**src/rtl/pirq_pkg.sv**
```systemverilog
// pirq_pkg
// Shared constants and the slot swizzle for the PCI interrupt router.
// Assumes slots are numbered consecutively from FIRST_SLOT and that every
// slot carries PINS_PER_SLOT pins at bit (slot-FIRST_SLOT)*PINS_PER_SLOT+pin.
package pirq_pkg;

    localparam int FIRST_SLOT    = 5;
    localparam int LAST_SLOT     = 12;
    localparam int PINS_PER_SLOT = 4;
    localparam int NUM_LINES     = 32;
    localparam int LINE_BASE     = 32;   // global number of internal line 0

    // Board-specific slot classes
    localparam int SHARED_SLOT   = 5;    // pins keep their own line
    localparam int SOLO_A_SLOT   = 6;
    localparam int SOLO_A_LINE   = 4;
    localparam int SOLO_B_SLOT   = 7;
    localparam int SOLO_B_LINE   = 5;
    localparam int EXP_FIRST     = 8;    // rotating expansion band
    localparam int EXP_LAST      = 12;
    localparam int EXP_LINE0     = 6;

    localparam int NUM_SLOTS  = LAST_SLOT - FIRST_SLOT + 1;
    localparam int PIN_W      = NUM_SLOTS * PINS_PER_SLOT;
    localparam int USED_LINES = EXP_LINE0 + (EXP_LAST - EXP_FIRST) + PINS_PER_SLOT;
    localparam int MAX_PINS   = 256;

    // Internal line driven by one pin of one slot, or -1 when untranslated.
    function automatic int route_line(input int slot, input int pin);
        if (slot == SHARED_SLOT)
            return pin % 4;
        else if (slot == SOLO_A_SLOT)
            return SOLO_A_LINE;
        else if (slot == SOLO_B_SLOT)
            return SOLO_B_LINE;
        else if (slot >= EXP_FIRST && slot <= EXP_LAST)
            return (slot - EXP_FIRST + pin) + EXP_LINE0;
        else
            return -1;
    endfunction

    // Set of pin bits that feed a given internal line.
    function automatic logic [MAX_PINS-1:0] pin_mask(input int line, input int first_slot,
                                                     input int num_slots, input int pins);
        logic [MAX_PINS-1:0] m;
        m = '0;
        for (int s = 0; s < num_slots; s++)
            for (int p = 0; p < pins; p++)
                if (route_line(first_slot + s, p) == line)
                    m[s*pins + p] = 1'b1;
        return m;
    endfunction

endpackage

```
**src/rtl/pirq_swizzle.sv**
```systemverilog
// pirq_swizzle
// Folds the flat slot-pin vector onto the internal line space. Each line is
// the OR of all pins the package swizzle routes to it. Purely combinational;
// assumes pins are already synchronous to the consuming clock.
module pirq_swizzle #(
    parameter int FIRST_SLOT    = pirq_pkg::FIRST_SLOT,
    parameter int NUM_SLOTS     = pirq_pkg::NUM_SLOTS,
    parameter int PINS_PER_SLOT = pirq_pkg::PINS_PER_SLOT,
    parameter int NUM_LINES     = pirq_pkg::NUM_LINES,
    localparam int PIN_W        = NUM_SLOTS * PINS_PER_SLOT
) (
    input  logic [PIN_W-1:0]     pins_i,
    output logic [NUM_LINES-1:0] lines_o
);

    for (genvar l = 0; l < NUM_LINES; l++) begin : g_line
        localparam logic [pirq_pkg::MAX_PINS-1:0] FULL_MASK =
            pirq_pkg::pin_mask(l, FIRST_SLOT, NUM_SLOTS, PINS_PER_SLOT);
        localparam logic [PIN_W-1:0] MASK = FULL_MASK[PIN_W-1:0];
        // OR of every pin routed to this line
        assign lines_o[l] = |(pins_i & MASK);
    end

endmodule

```
**src/rtl/pirq_line_cond.sv**
```systemverilog
// pirq_line_cond
// Conditions one internal line: in pulse mode it flags a rising transition
// against the value held at the previous clock edge; in level mode it raises
// either a drive-high request or a force-low request per the polarity bit.
// Outputs are combinational; the caller registers the merged result.
module pirq_line_cond (
    input  logic clk_i,
    input  logic rst_ni,
    input  logic line_i,
    input  logic edge_mode_i,
    input  logic act_high_i,
    output logic pulse_o,
    output logic hi_req_o,
    output logic lo_force_o
);

    logic prev_q;

    // Hold the line value seen at the last clock edge for edge detection
    always_ff @(posedge clk_i) begin
        if (!rst_ni) prev_q <= 1'b0;
        else         prev_q <= line_i;
    end

    // Classify the line into one of the three request kinds
    always_comb begin
        pulse_o    = edge_mode_i  & line_i & ~prev_q;
        hi_req_o   = ~edge_mode_i & line_i & act_high_i;
        lo_force_o = ~edge_mode_i & line_i & ~act_high_i;
    end

endmodule

```
**src/rtl/pirq_router.sv**
```systemverilog
// pirq_router
// Top of the slot-based PCI interrupt router: swizzles slot pins onto the
// internal line space, conditions every line by its mode and polarity bits,
// and merges the results into one registered CPU request. A force-low level
// request dominates all pulses and drive-high requests.
module pirq_router #(
    parameter int FIRST_SLOT    = pirq_pkg::FIRST_SLOT,
    parameter int NUM_SLOTS     = pirq_pkg::NUM_SLOTS,
    parameter int PINS_PER_SLOT = pirq_pkg::PINS_PER_SLOT,
    parameter int NUM_LINES     = pirq_pkg::NUM_LINES,
    localparam int PIN_W        = NUM_SLOTS * PINS_PER_SLOT
) (
    input  logic                 clk_i,
    input  logic                 rst_ni,
    input  logic [PIN_W-1:0]     slot_pins_i,
    input  logic [NUM_LINES-1:0] edge_cfg_i,
    input  logic [NUM_LINES-1:0] pol_cfg_i,
    output logic [NUM_LINES-1:0] line_vec_o,
    output logic                 cpu_irq_o
);

    logic [NUM_LINES-1:0] pulse_v;
    logic [NUM_LINES-1:0] hi_v;
    logic [NUM_LINES-1:0] lo_v;
    logic                 irq_d;
    logic                 irq_q;

    pirq_swizzle #(
        .FIRST_SLOT    (FIRST_SLOT),
        .NUM_SLOTS     (NUM_SLOTS),
        .PINS_PER_SLOT (PINS_PER_SLOT),
        .NUM_LINES     (NUM_LINES)
    ) u_swizzle (
        .pins_i  (slot_pins_i),
        .lines_o (line_vec_o)
    );

    for (genvar k = 0; k < NUM_LINES; k++) begin : g_cond
        pirq_line_cond u_cond (
            .clk_i       (clk_i),
            .rst_ni      (rst_ni),
            .line_i      (line_vec_o[k]),
            .edge_mode_i (edge_cfg_i[k]),
            .act_high_i  (pol_cfg_i[k]),
            .pulse_o     (pulse_v[k]),
            .hi_req_o    (hi_v[k]),
            .lo_force_o  (lo_v[k])
        );
    end

    // Merge: any pulse or drive-high request, unless a line forces low
    always_comb begin
        irq_d = (|pulse_v | |hi_v) & ~(|lo_v);
    end

    // Register the merged request toward the CPU
    always_ff @(posedge clk_i) begin
        if (!rst_ni) irq_q <= 1'b0;
        else         irq_q <= irq_d;
    end

    assign cpu_irq_o = irq_q;

endmodule

```
**config.mk**
```make
export PLATFORM = sky130hd
export DESIGN_NAME = pirq_router
export DESIGN_NICKNAME = d
export VERILOG_FILES = /design/src/rtl/pirq_pkg.sv /design/src/rtl/pirq_swizzle.sv /design/src/rtl/pirq_line_cond.sv /design/src/rtl/pirq_router.sv
export SDC_FILE = /design/constraint.sdc
export NUM_CORES = 1
export LEC_CHECK = 0
export BUFFER_PORTS_ARGS = -buffer_cell sky130_fd_sc_hd__buf_2
export CAP_MARGIN = 20
export CORE_ASPECT_RATIO = 1.1
export CORE_UTILIZATION = 41
export DETAILED_ROUTE_END_ITERATION = 10
export PLACE_DENSITY = 0.8
export SLEW_MARGIN = 10
export SYNTH_ARGS = -nofsm -noshare
export SYNTH_HDL_FRONTEND = slang
export SYNTH_HIERARCHICAL = 1
export SYNTH_SLANG_ARGS = --single-unit
```
**constraint.sdc**
```tcl
create_clock -name clk_i -period 2.1 [get_ports clk_i]
set_clock_uncertainty 0.1 [all_clocks]
set_input_delay 0.105 -clock clk_i [delete_from_list [all_inputs] [get_ports clk_i]]
set_output_delay 0.105 -clock clk_i [all_outputs]
set_load 0.01 [all_outputs]
```
==> results of run 1 <==
per-stage QoR:
step	util	hold WS, ns	setup slack, ns
CTS	0.554	0.0727	0.213
floorplan	-	0.132	0.284
finish	0.554	0.0827	0.186
global route	0.554	0.106	0.137
global placement	0.527	0.252	0.107
detailed placement	0.527	0.259	0.0609
per-layer routing:
metal	vias to the layer above	wire, um	GRT usage	share of wire
met1	1025	2460	0.214	0.40
met4	0	61	0.0588	0.0099
li1	1048	-	-	-
met2	81	3280	0.425	0.53
met5	-	0	0	0
met3	7	381	0.0376	0.062
state kept, by name (all words and copies together) (netlist names):
register,cells
g_cond.u_cond/prev_q,32
cpu_irq_o,1
critical path: cells and delay by family:
kind,cells,cell delay (ns)
buffers and inverters,2,0.70
and+or+nand+nor,5,1.16
cells in the final DEF (no fill, tap or decap), drive strengths merged:
cell type    netlist  routed
clkbuf             0       7
nor3b             32      32
and3b             64      64
or4                4       4
and2              32      32
dlygate4sd3        0       6
dfxtp             33      33
nor4              24      24
conb               1      18
nand4              6       6
or2                2       2
nor4b              1       1
nor2               1       1
buf               24     113
or3                3       3
cell type report:
type | count | area (um^2)
sequential | 33 | 661
fill | 517 | 2390
tap | 75 | 93.8
multi-input combinational | 187 | 1500
clock buffer | 7 | 86.3
timing repair buffer | 119 | 628
worst paths after layout:
path | start | to | slack [ns] | depth (start not counted)
worst max-delay path | slot_pins_i[1] | cpu_irq_o | 0.19 | 7
worst min-delay path | slot_pins_i[27] | g_cond[12].u_cond/prev_q | 0.08 | 3
worst max register to register | g_cond[11].u_cond/prev_q | cpu_irq_o | 0.54 | 5
worst min register to register | g_cond[5].u_cond/prev_q | cpu_irq_o | 0.81 | 5
synth_stat cells:
master	count
and3b_1	64
or3_1	3
buf_4	24
dfxtp_1	33
nor4_2	1
or2_2	2
conb_1	1
or4_1	4
nor4_1	23
and2_1	32
nor3b_2	32
nor2_1	1
nand4_1	6
nor4b_2	1
cell families after synthesis:
kind of cell,share of synthesized area
buffers and inverters,0.0790
flip-flops,0.290
other,0.00164
AND/OR/NAND/NOR,0.630
where the power goes:
| part | switching, mW | total, mW | internal (mW) |
|---|---|---|---|
| clock | 0.221 | 0.481 | 0.260 |
| combinational | 0.174 | 0.366 | 0.192 |
| sequential | 0.00628 | 0.666 | 0.660 |
| total | 0.401 | 1.51 | 1.11 |
==> results.py, run 1 <==
metrics = {
    "worst_setup_path": {
        "cp-start-kind": "input port",
        "crit_required_ns": 2.16,
        "cp_slowest_cell": "dlygate4sd3_1",
        "crit_chain": "dlygate4sd3_1, buf_2, and3b_1, nor4_1, nand4_1, nor4_1, nor4_1",
        "slowest_delay_ns": 0.55,
        "cp.arrival_ns": 1.97,
        "critPathMostFrequentCell": "nor4_1",
        "cp_max_fo": 5,
        "worst_setup_path_end_kind": "flop",
        "path_class": "input port to flop",
    },
    "placement": {
        "routabilityCongestion": 0.719,
        "dp.cells": 408,
        "dpl.hpwl_um": 5090,
        "io_buffer_count": 112,
        "dpl_cell_area_um2": 2830,
    },
    "clock_network": {
        "cts-root-buf": "clkbuf_8",
        "cts_tree": "done",
        "clock_latency_ns": 0.28,
        "cts_resized": 0,
        "clockBufferDepth": 2,
        "cts_sinks": 33,
        "cts_made_buffers": 5,
        "clk_pin_slew_worst_paths_ns": 0.06,
        "cts_max_level": 2,
        "hold_buffers": 6,
        "post_cts_buffers": 0,
    },
    "global_route": {
        "overflow": 0,
        "grt_first_pass_wirelength_um": 9220,
        "grt_pass1_vias": 2157,
        "antenna_found_initial": 0,
        "track_usage": 0.211,
        "grt_max_degree": 33,
    },
    "layout": {
        "fin_cells": 421,
        "fin_nets": 444,
        "fin_area_um2": 2970,
        "n_antenna_cell": 0,
        "area_delta_synth_final_pct": 30.4,
        "drive_gt1_frac": 0.448,
    },
    "floorplan": {
        "rows": 28,
        "coreArea_um2": 5360,
        "die_h_um": 80.2,
        "die_area_um2": 5860,
        "io_pins": 131,
        "initial_core_util": 0.425,
        "die_x_um": 73.1,
    },
    "power": {
        "power_leakage_nw": 1.51,
        "power_density_nw_per_um2": 509,
        "finalPower_mw": 1.51,
        "ir_drop_uv": 338,
    },
    "sta": {
        "fin_crit_sh": 0.911,
        "setup_viol": 0,
        "drv_slew": 0,
        "fin_crit_ns": 1.91,
        "fmax_mhz": 523,
        "finalHoldViolations": 0,
        "rsz0062_at_grt": "false",
        "tns_ns": 0,
    },
    "yosys": {
        "post-synth-top-area-cell": "dfxtp_1",
        "ys_seq_area_frac": 0.290,
        "ys_ff_latch": 33,
        "synth_top_area_frac": 0.290,
        "ys_warn_count": 6,
        "syn_area_per_cell_um2": 10.0,
        "yosysUniqueCellTypes": 14,
        "synth_area_leaders": "dfxtp_1 29%, and3b_1 25%, nor3b_2 18%",
        "syn-cell-area_um2": 2280,
        "syn_inst": 227,
    },
    "detailed_routing": {
        "drc": 0,
        "first_pass_iters": 4,
        "vias_per_cell": 5.13,
        "ant_nets": 0,
        "drt-initial-drc-count": 48,
        "drt_wl_total_um": 6180,
        "route.vias.total": 2161,
        "wire_per_inst_um": 14.7,
    },
    "run_status": {
        "status": "complete, no violations",
    },
    "worst_hold_path": {
        "hp-class": "input port to flop",
    },
    "flow_run": {
        "maxCapViolCount": 0,
    },
}
Note: power is estimated with default switching activity, not from simulation.
==> inputs of run 2 (changes only) <==
PLACE_DENSITY = 0.83   (was 0.8)
clock period = 1.5 ns   (was 2.1 ns; I/O delays follow)
==> run 2 against run 1 <==
Compared with the run above:
- the run now ends with setup timing left
- power grew 47%
- combinational power grew 52%
- die area is the same
- clock power grew 54%
- first-iteration DRC count shrank 13%
- critical path depth is the same
- critical endpoint unchanged
- largest power group unchanged
==> results.py, run 2 (same netlist as run 1, synthesis figures left out) <==
metrics = {
    "layout": {
        "n_antenna_cell": 0,
        "fin_area_um2": 3110,
        "largest_reg_flops": 32,
        "drive_gt1_frac": 0.499,
        "final_common_cell": "buf_2",
        "fin_nets": 450,
        "regMostFlops": "g_cond.u_cond/prev_q",
        "mostFrequentLayoutCells": "111 x buf_2, 64 x and3b_1, 33 x dfxtp_1",
        "fillers": 482,
        "area_delta_synth_final_pct": 36.3,
    },
    "worst_setup_path": {
        "crit_chain": "buf_2, or3_1, and3b_1, nor4_2, nand4_1, nor4_2, nor4_1",
        "cp.arrival_ns": 1.61,
        "cp_slowest_cell": "or3_1",
        "reg2reg_depth": 5,
        "cp_max_fo": 5,
        "cp-start-kind": "input port",
        "crit_required_ns": 1.57,
        "worst_setup_path_end_kind": "flop",
        "reg2reg_to": "cpu_irq_o",
        "slowest_delay_ns": 0.41,
        "r2r_start": "g_cond[1].u_cond/prev_q",
        "rrSetupSlack_ns": 0.01,
        "path_class": "input port to flop",
        "cp_num_buf_inv": 1,
        "cpLargestDelayFamily": "simple AND/OR/NAND/NOR gates",
        "critPathMostFrequentCell": "nor4_2",
    },
    "worst_hold_path": {
        "min_from": "slot_pins_i[18]",
        "whs_path_depth": 3,
        "min_to": "g_cond[9].u_cond/prev_q",
        "hp-class": "input port to flop",
    },
    "floorplan": {
        "initial_core_util": 0.425,
        "rows": 28,
        "die_area_um2": 5860,
        "die_h_um": 80.2,
        "coreArea_um2": 5360,
        "die_x_um": 73.1,
        "io_pins": 131,
    },
    "run_status": {
        "violations": "setup timing",
        "status": "finished with violations",
    },
    "power": {
        "power_leakage_nw": 1.57,
        "ir_drop_uv": 375,
        "power_density_nw_per_um2": 717,
    },
    "detailed_routing": {
        "vias_per_cell": 5.16,
        "ant_nets": 0,
        "first_pass_iters": 4,
        "drt-initial-drc-count": 42,
        "drc": 0,
        "wire_per_inst_um": 15.6,
        "drt_wl_total_um": 6660,
        "route.vias.total": 2208,
    },
    "clock_network": {
        "cts_made_buffers": 5,
        "cts_tree": "done",
        "clk_pin_slew_worst_paths_ns": 0.07,
        "post_cts_buffers": 0,
        "clockBufferDepth": 2,
        "cts_max_level": 2,
        "clock_latency_ns": 0.28,
        "cts_sinks": 33,
        "cts-root-buf": "clkbuf_8",
    },
    "sta": {
        "fin_crit_sh": 1.02,
        "final.setup.worst_slack_ns": -0.0364,
        "fin_crit_ns": 1.54,
        "drv_slew": 0,
        "setup_viol": 1,
        "rsz0062_at_grt": "true",
        "finalHoldViolations": 0,
        "fmax_mhz": 651,
        "tns_ns": -0.0364,
    },
    "global_route": {
        "grt_first_pass_wirelength_um": 9800,
        "grt_max_degree": 33,
        "track_usage": 0.228,
        "overflow": 0,
        "antenna_found_initial": 0,
        "grt_pass1_vias": 2125,
    },
    "placement": {
        "dpl_cell_area_um2": 2890,
        "routabilityCongestion": 0.771,
        "io_buffer_count": 112,
        "dpl.hpwl_um": 5360,
    },
    "flow_run": {
        "maxCapViolCount": 0,
    },
}
[run 2: changes by cell type in the layout (fill, tap and decap cells not counted)]
cell and change:
nor4_2 +8, or4_4 +4, or4_1 -4, buf_6 +1, clkinv_2 +1, buf_4 +6
clkbuf_8 +1, or3_4 +1, nor4_1 -8, clkbuf_1 -1, or3_1 -1, buf_2 -1
[run 2: metrics by stage]
stage / std cells / power (mW) / setup slack (ns) / util / hold slack [ns]
after detailed placement: 414 / 1.44 / -0.419 / 0.539 / 0.225
after CTS: 428 / 2.21 / -0.0602 / 0.575 / 0.0128
after global placement: 414 / 1.43 / -0.394 / 0.539 / 0.222
final: 428 / 2.23 / -0.0364 / 0.580 / 0.0154
after global routing: 428 / 2.34 / -0.0835 / 0.580 / 0.0199
after floorplan: 244 / 1.25 / -0.101 / - / 0.102
[run 2: worst reg2reg max path, delay by kind of cell (launching register included)]
kind          cells  cell delay [ns]
simple gates      5             0.97
flops             1             0.30
[run 2: final cells by class]
cell class	count	area, um^2	area share
timing repair buffer	125	679	0.219
clock inverter	1	5.00	0.00161
multi-input combinational	187	1570	0.506
clock buffer	7	96.3	0.0310
sequential	33	661	0.213
tap	75	93.8	0.0302
[run 2: per-layer routing]
layer,wire length [um],GRT usage
met5,0,0
met1,2630,0.236
met4,94,0.0725
met3,411,0.0477
met2,3520,0.445
[run 2: power breakdown]
part | switching, mW | internal, mW
combinational | 0.265 | 0.291
sequential | 0.00847 | 0.924
clock | 0.327 | 0.415
total | 0.600 | 1.63
[run 2: worst max-delay path by stage]
| stage | start | to | cells past startpoint |
|---|---|---|---|
| after floorplan | slot_pins_i[18] | cpu_irq_o | 6 |
| after global placement | slot_pins_i[10] | cpu_irq_o | 7 |
| after detailed placement | slot_pins_i[10] | cpu_irq_o | 7 |
| after CTS | slot_pins_i[10] | cpu_irq_o | 7 |
| after global routing | slot_pins_i[26] | cpu_irq_o | 7 |
| final | slot_pins_i[26] | cpu_irq_o | 7 |
[run 2: timing repair]
action	in CTS	in global routing
pin swaps	1	4
endpoints found under the hold margin	6	0
hold buffers	6	0
gates resized for setup	5	4
endpoints found under the setup margin	1	1
==> inputs of run 3 (changes only) <==
SKIP_CTS_REPAIR_TIMING = 1   (was default)
==> run 3 against run 2 <==
Compared with the run above:
- the flow still finishes with violations (setup timing)
- via count decreased by 0.63%
- critical path depth unchanged
- final cell count unchanged
- hold slack improved by 0.0075 ns
- combinational power about the same
- highest routed layer unchanged
==> results.py, run 3 (same netlist as run 1, synthesis figures left out) <==
metrics = {
    "sta": {
        "setup_viol": 1,
        "tns_ns": -0.0563,
        "rsz0062_at_grt": "true",
        "fin_crit_ns": 1.56,
        "drv_slew": 0,
        "hold_slack_ns": 0.0229,
        "finalHoldViolations": 0,
        "fmax_mhz": 643,
        "fin_crit_sh": 1.04,
        "final.setup.worst_slack_ns": -0.0563,
    },
    "worst_setup_path": {
        "path_class": "input port to flop",
        "cp-start-kind": "input port",
        "cp_slowest_cell": "or4_4",
        "crit_required_ns": 1.57,
        "r2r_start": "g_cond[3].u_cond/prev_q",
        "rrSetupSlack_ns": 0.03,
        "crit_chain": "buf_2, or4_4, and3b_1, nor4_1, nand4_1, nor4_2, nor4_1",
        "slowest_delay_ns": 0.54,
        "crit_start": "slot_pins_i[18]",
        "cp_num_buf_inv": 1,
        "reg2reg_depth": 5,
        "reg2reg_to": "cpu_irq_o",
        "critPathMostFrequentCell": "nor4_1",
        "cp.arrival_ns": 1.63,
        "cpLargestDelayFamily": "simple AND/OR/NAND/NOR gates",
        "worst_setup_path_end_kind": "flop",
        "cp_max_fo": 5,
    },
    "clock_network": {
        "cts_sinks": 33,
        "cts_max_level": 2,
        "clockBufferDepth": 2,
        "clock_latency_ns": 0.28,
        "clk_pin_slew_worst_paths_ns": 0.07,
        "cts-root-buf": "clkbuf_8",
        "cts_tree": "done",
        "cts_made_buffers": 5,
    },
    "power": {
        "ir_drop_uv": 378,
        "power_leakage_nw": 1.57,
        "power_density_nw_per_um2": 717,
        "finalPower_mw": 2.23,
    },
    "layout": {
        "area_delta_synth_final_pct": 36.3,
        "mostFrequentLayoutCells": "112 x buf_2, 64 x and3b_1, 33 x dfxtp_1",
        "multi_input_area_um2": 1580,
        "final_util": 0.580,
        "final-seq-area_um2": 661,
        "fillers": 483,
        "final_common_cell": "buf_2",
        "fin_area_um2": 3110,
        "largest_reg_flops": 32,
        "regMostFlops": "g_cond.u_cond/prev_q",
        "fin_cells": 428,
        "n_antenna_cell": 0,
        "fin_nets": 450,
        "drive_gt1_frac": 0.501,
    },
    "floorplan": {
        "die_h_um": 80.2,
        "die_area_um2": 5860,
        "rows": 28,
        "initial_core_util": 0.425,
        "die_x_um": 73.1,
        "coreArea_um2": 5360,
        "io_pins": 131,
    },
    "placement": {
        "dp.cells": 414,
        "dpl_cell_area_um2": 2890,
        "dpl.hpwl_um": 5360,
        "routabilityCongestion": 0.771,
        "dp_slack_ns": -0.419,
        "io_buffer_count": 112,
    },
    "run_status": {
        "status": "finished with violations",
        "violations": "setup timing",
    },
    "global_route": {
        "track_usage": 0.219,
        "grt_first_pass_wirelength_um": 9450,
        "grt_pass1_vias": 2070,
        "grt_max_degree": 33,
        "antenna_found_initial": 0,
        "overflow": 0,
    },
    "detailed_routing": {
        "drt-initial-drc-count": 53,
        "wire_per_inst_um": 15.5,
        "drc": 0,
        "route.vias.total": 2194,
        "vias_per_cell": 5.13,
        "ant_nets": 0,
        "first_pass_iters": 4,
        "drt_wl_total_um": 6610,
    },
    "flow_run": {
        "maxCapViolCount": 0,
    },
    "worst_hold_path": {
        "min_from": "slot_pins_i[29]",
        "whs_path_depth": 3,
        "hp-class": "input port to flop",
        "min_to": "g_cond[11].u_cond/prev_q",
    },
}
==> run 3: cell count changes in the layout (fill, tap and decap cells not counted) <==
cell and delta:
buf_6 -1, or3_4 +1, or3_1 -1, buf_2 +1
==> run 3: per-layer routing <==
layer	GRT usage	vias to the layer above	share of wire
li1	-	1063	-
met1	0.229	1029	0.39
met2	0.424	93	0.53
met3	0.0477	9	0.062
met4	0.0725	0	0.014
met5	0	-	0
==> run 3: where the power goes <==
group | switching [mW] | internal (mW) | total [mW] | leakage [nW]
Sequential | 0.00847 | 0.924 | 0.932 | 0.276
Clock | 0.327 | 0.415 | 0.742 | 0.0542
Combinational | 0.264 | 0.290 | 0.554 | 1.24
==> run 3: how the worst max path moves through the flow <==
stage	depth (start not counted)	slack [ns]	end
final	7	-0.06	cpu_irq_o
after global routing	7	-0.15	cpu_irq_o
after CTS	7	-0.12	cpu_irq_o
after detailed placement	7	-0.42	cpu_irq_o
after global placement	7	-0.39	cpu_irq_o
after floorplan	6	-0.10	cpu_irq_o
==> run 3: area by class of cell <==
class / instances / share of cell area
sequential: 33 / 0.213
multi-input combinational: 187 / 0.508
tap: 75 / 0.0302
timing repair buffer: 125 / 0.217
clock buffer: 7 / 0.0310
clock inverter: 1 / 0.00161
==> run 3: worst register-to-register path: stages, from the launching register on <==
cell and delay (ns):
dfxtp_1 0.30, and3b_1 0.18, nor4_1 0.28, nand4_1 0.15, nor4_2 0.29, nor4_1 0.07
